==> config.mk <==
export PLATFORM = sky130hd
export DESIGN_NAME = pipe_interlock
export DESIGN_NICKNAME = d
export VERILOG_FILES = /design/src/rtl/pipe_interlock.sv
export SDC_FILE = /design/constraint.sdc
export NUM_CORES = 1
export LEC_CHECK = 0
export BUFFER_PORTS_ARGS = -buffer_cell sky130_fd_sc_hd__buf_2
export CORE_ASPECT_RATIO = 1.25
export CORE_MARGIN = 5
export CORE_UTILIZATION = 30
export CTS_BUF_LIST = sky130_fd_sc_hd__clkbuf_16
export DETAILED_ROUTE_END_ITERATION = 10
export GPL_TIMING_DRIVEN = 0
export PLACE_DENSITY = 0.58
export REMOVE_ABC_BUFFERS = 1
export SYNTH_ARGS = -nofsm -noshare
export SYNTH_HDL_FRONTEND = slang
export SYNTH_SLANG_ARGS = --single-unit
==> constraint.sdc <==
create_clock -name clk -period 2.93 [get_ports clk]
set_input_delay 0.586 -clock clk [delete_from_list [all_inputs] [get_ports clk]]
set_output_delay 0.586 -clock clk [all_outputs]
set_load 0.01 [all_outputs]
==> src/rtl/pipe_interlock.sv <==
module pipe_interlock #(
  parameter int REG_W = 5
) (
  input  logic             clk,
  input  logic             rst_n,
  input  logic             rf_valid,
  input  logic [1:0]       rf_kind,
  input  logic [REG_W-1:0] rf_dst,
  input  logic [REG_W-1:0] rf_src_a,
  input  logic [REG_W-1:0] rf_src_b,
  input  logic             rf_use_a,
  input  logic             rf_use_b,
  input  logic             ex_taken,
  output logic             hold_front,
  output logic             ex_bubble,
  output logic             front_squash,
  output logic             slot_annul,
  output logic [2:0]       fwd_a_sel,
  output logic [2:0]       fwd_b_sel
);
  localparam int DEPTH = 4;

  logic [DEPTH-1:0] v_q, ld_q;
  logic [REG_W-1:0] dst_q [DEPTH];
  logic [1:0]       ex_kind_q;
  logic [2:0]       sel_a, sel_b;
  logic             live, hz_a, hz_b;

  assign slot_annul   = v_q[0] && ex_kind_q == 2'd3 && !ex_taken;
  assign front_squash = v_q[0] && ex_kind_q[1];
  assign live         = rf_valid && !slot_annul;

  always_comb begin
    sel_a = '0;
    sel_b = '0;
    for (int i = DEPTH-1; i >= 0; i--) begin
      if (rf_use_a && rf_src_a != '0 && v_q[i] && dst_q[i] == rf_src_a) sel_a = 3'(i+1);
      if (rf_use_b && rf_src_b != '0 && v_q[i] && dst_q[i] == rf_src_b) sel_b = 3'(i+1);
    end
  end

  assign hz_a = (sel_a == 3'd1 && ld_q[0]) || (sel_a == 3'd2 && ld_q[1]);
  assign hz_b = (sel_b == 3'd1 && ld_q[0]) || (sel_b == 3'd2 && ld_q[1]);

  assign hold_front = live && (hz_a || hz_b);
  assign ex_bubble  = hold_front || slot_annul;
  assign fwd_a_sel  = live ? sel_a : 3'd0;
  assign fwd_b_sel  = live ? sel_b : 3'd0;

  always_ff @(posedge clk or negedge rst_n) begin
    if (!rst_n) begin
      v_q       <= '0;
      ld_q      <= '0;
      ex_kind_q <= '0;
      for (int i = 0; i < DEPTH; i++) dst_q[i] <= '0;
    end else begin
      v_q       <= {v_q[DEPTH-2:0], live && !hold_front};
      ld_q      <= {ld_q[DEPTH-2:0], rf_kind == 2'd1};
      ex_kind_q <= rf_kind;
      dst_q[0]  <= rf_dst;
      for (int i = 1; i < DEPTH; i++) dst_q[i] <= dst_q[i-1];
    end
  end


  stall_bubble_chk: assert property (@(posedge clk) disable iff (!rst_n)
    hold_front |=> !v_q[0]);


  stall_len_chk: assert property (@(posedge clk) disable iff (!rst_n)
    (hold_front && $past(hold_front)) |=> !hold_front);


  annul_nohold_chk: assert property (@(posedge clk) disable iff (!rst_n)
    slot_annul |-> !hold_front);


  annul_bubble_chk: assert property (@(posedge clk) disable iff (!rst_n)
    slot_annul |=> !v_q[0]);


  annul_branch_chk: assert property (@(posedge clk) disable iff (!rst_n)
    slot_annul |-> front_squash);


  zero_src_chk: assert property (@(posedge clk) disable iff (!rst_n)
    (rf_src_a == '0) |-> fwd_a_sel == 3'd0);
endmodule

==> qor.csv <==
metric,value,unit
# rows,27,
"area leader, netlist",dfrtp_1,
Ant. Diodes,0,
IO buf count,32,
pins over their slew limit,0,
Worst Skew,5.05,ps
initial antenna violation count,0,
CP Max Fanout,5,
Worst Path Arrival,2270,ps
sequential element share of the synthesized area,50.0,%
Initial Utilization,31.5,%
CP Capture Type,primary output,
final instance area,1740,um2
met1 Track Usage GR,12.6,%
status,"complete, no violations",
Rel. slew slack,54.2,%
cell count of the worst reg-to-reg path,6,
Hold Path Class,input pin to asynchronous set/reset pin,
grt ovf,0,
number of global-route vias before repair,1141,
DR vias,990,
Vias/cell,4.67,
DRC,0,
Initial DRC Count,34,
first-pass GRT wire length,5350,um
H-Tree Depth,1,
Final setup viols,0,
Layout Area Growth over Synthesis,23.7,%
Pre-Repair DR Iteration Count,4,
terminus of the critical flop-to-flop path,v_q[0],
dpl cells,206,
top area cells in the synthesized netlist,"dfrtp_1 50%, xnor2_1 15%, xor2_1 10%",
synthesized cell area,1400,um2
Crit. Startpoint,rf_src_b[2],
largest net degree at the start of global routing,29,
met3 usage,1.04,%
fmax,350,MHz
total wire length,3260,um
Mapped Cells,126,
"Clk Latency, worst-skew pair",260,ps
Die Width,71.2,um
fillers,444,
Final ANT Viol Nets,0,
area share of the largest cell type after synthesis,50.0,%
worst hold slack,334,ps
Layout Nets,178,
WS Path Type,input pin to primary output,
"Data required, critical path",2340,ps
Slew @ Worst Pin,682,ps
Clock Sinks,28,
GRT Max-Usage Layer,met2,
"leading cell type in the layout, fill and taps excluded",buf_2,
PD cells,539,nW/um2
multi-input logic area,669,um2
Ports,33,
Finished Layout Cells,212,
CTS root buffer,clkbuf_16,
"Avg Cell Area, Syn",11.1,um2
gr usage total,11.2,%
YS warnings,0,
met2 usage,19.6,%
period utilization,97.6,%
highest-count cells in the layout ignoring fill and taps,"30 x buf_2, 28 x dfrtp_1, 24 x xnor2_1, 16 x xor2_1",
reg2reg setup slack,1010,ps
critical path startpoint category,input pin,
"Reg clk slew, reported paths",70,ps
clk buf depth,2,
min Tclk post-route,2860,ps
leakage power,0.749,nW
Hold Fails Final Rpt,0,
Synth cell types,29,
peak supply drop,0.241,mV
Seq. cell area,701,um2
Area after DPL,1590,um2
CTS tree,done,
cts bufs inserted,3,
Seq cells post-synth,28,
DP HPWL,2620,um
core area,4460,um2
routed len/inst,15.4,um
die height,86.4,um
Critical R2R Launch,dst_q[19],
die area,6150,um2
ratio of cells with drive above 1 in the final layout,30.5,%
placer congestion estimate,0.807,
max_cap viols,0,
==> Yosys cell counts (all sizes together) <==
library cell  instances
and2                  1
nor4bb                1
inv                   2
and2b                 1
nor2                  3
dfrtp                28
nand2                 5
nand4                 3
nand3                 4
nand3b                1
nor2b                 3
clkbuf                7
xor2                 16
o22ai                 1
and4b                 1
o21ai                 3
or4                   2
a21oi                 3
o21a                  1
buf                   3
nand4b                3
xnor2                24
nor3                  5
nor4                  5
==> metal layers <==
layer	vias to the layer above	routed length, um	share of wire [%]
met1	473	1200	37
met4	0	182	5.6
met5	-	0	0
met3	12	95	2.9
li1	476	-	-
met2	29	1780	55
==> power by group <==
| group | switching, mW | total [mW] | internal [mW] |
|---|---|---|---|
| sequential | 0.0192 | 0.426 | 0.407 |
| combinational | 0.0595 | 0.114 | 0.0544 |
| clock | 0.124 | 0.395 | 0.272 |
| total | 0.202 | 0.935 | 0.733 |
==> registers in the layout (all words and copies together) (netlist names) <==
signal and flops:
dst_q 20, v_q 4, ex_kind_q 2, ld_q 2
==> cell families (layout without fill, tap and decap cells) <==
group	count (synthesis)	count (layout)	synth area share (%)
AO/OA/AOI/OAI	8	8	4.46
AND/OR/NAND/NOR	38	38	16.7
XOR/XNOR	40	40	25.0
flip-flops	28	28	50.0
buffers and inverters	12	40	3.93
==> per-stage QoR <==
stage	setup WS, ps	power [mW]	TNS [ps]	util [%]
after floorplan	353	0.489	0	-
after global placement	21.4	0.538	0	35.6
after detailed placement	54.4	0.544	0	35.6
after CTS	42.2	0.940	0	38.0
after global routing	-8.07	0.979	-9.40	38.9
final	70.0	0.935	0	38.9
==> critical path, stage by stage <==
cell and delay [ps]:
buf_4 140, or4_4 550, o21ai_4 210, and4b_4 240, o21a_1 190, a21oi_2 140, o21ai_1 70, buf_2 140
==> timing repair <==
action	in CTS	in global routing
gates resized for setup	0	8
endpoints found under the setup margin	0	4
hold buffers	0	0
buffers inserted	0	2
endpoints found under the hold margin	0	0
==> cell type report <==
cell class,instances,area share [%]
well taps,58,4.18
inverters,2,0.433
clock buffers,3,4.33
flip-flops and latches,28,40.4
clock inverters,1,1.73
multi-input cells,86,38.6
repair buffers,34,10.4
==> how the worst max path moves through the flow <==
stage               depth (start not counted)            to  slack (ps)
floorplan                                   5  fwd_a_sel[2]         350
global placement                            7  fwd_a_sel[2]          20
detailed placement                          7  fwd_a_sel[2]          50
CTS                                         8     ex_bubble          40
global route                                8     ex_bubble          -8
finish                                      8     ex_bubble          70
No activity file was read; power rests on OpenSTA's default activity.
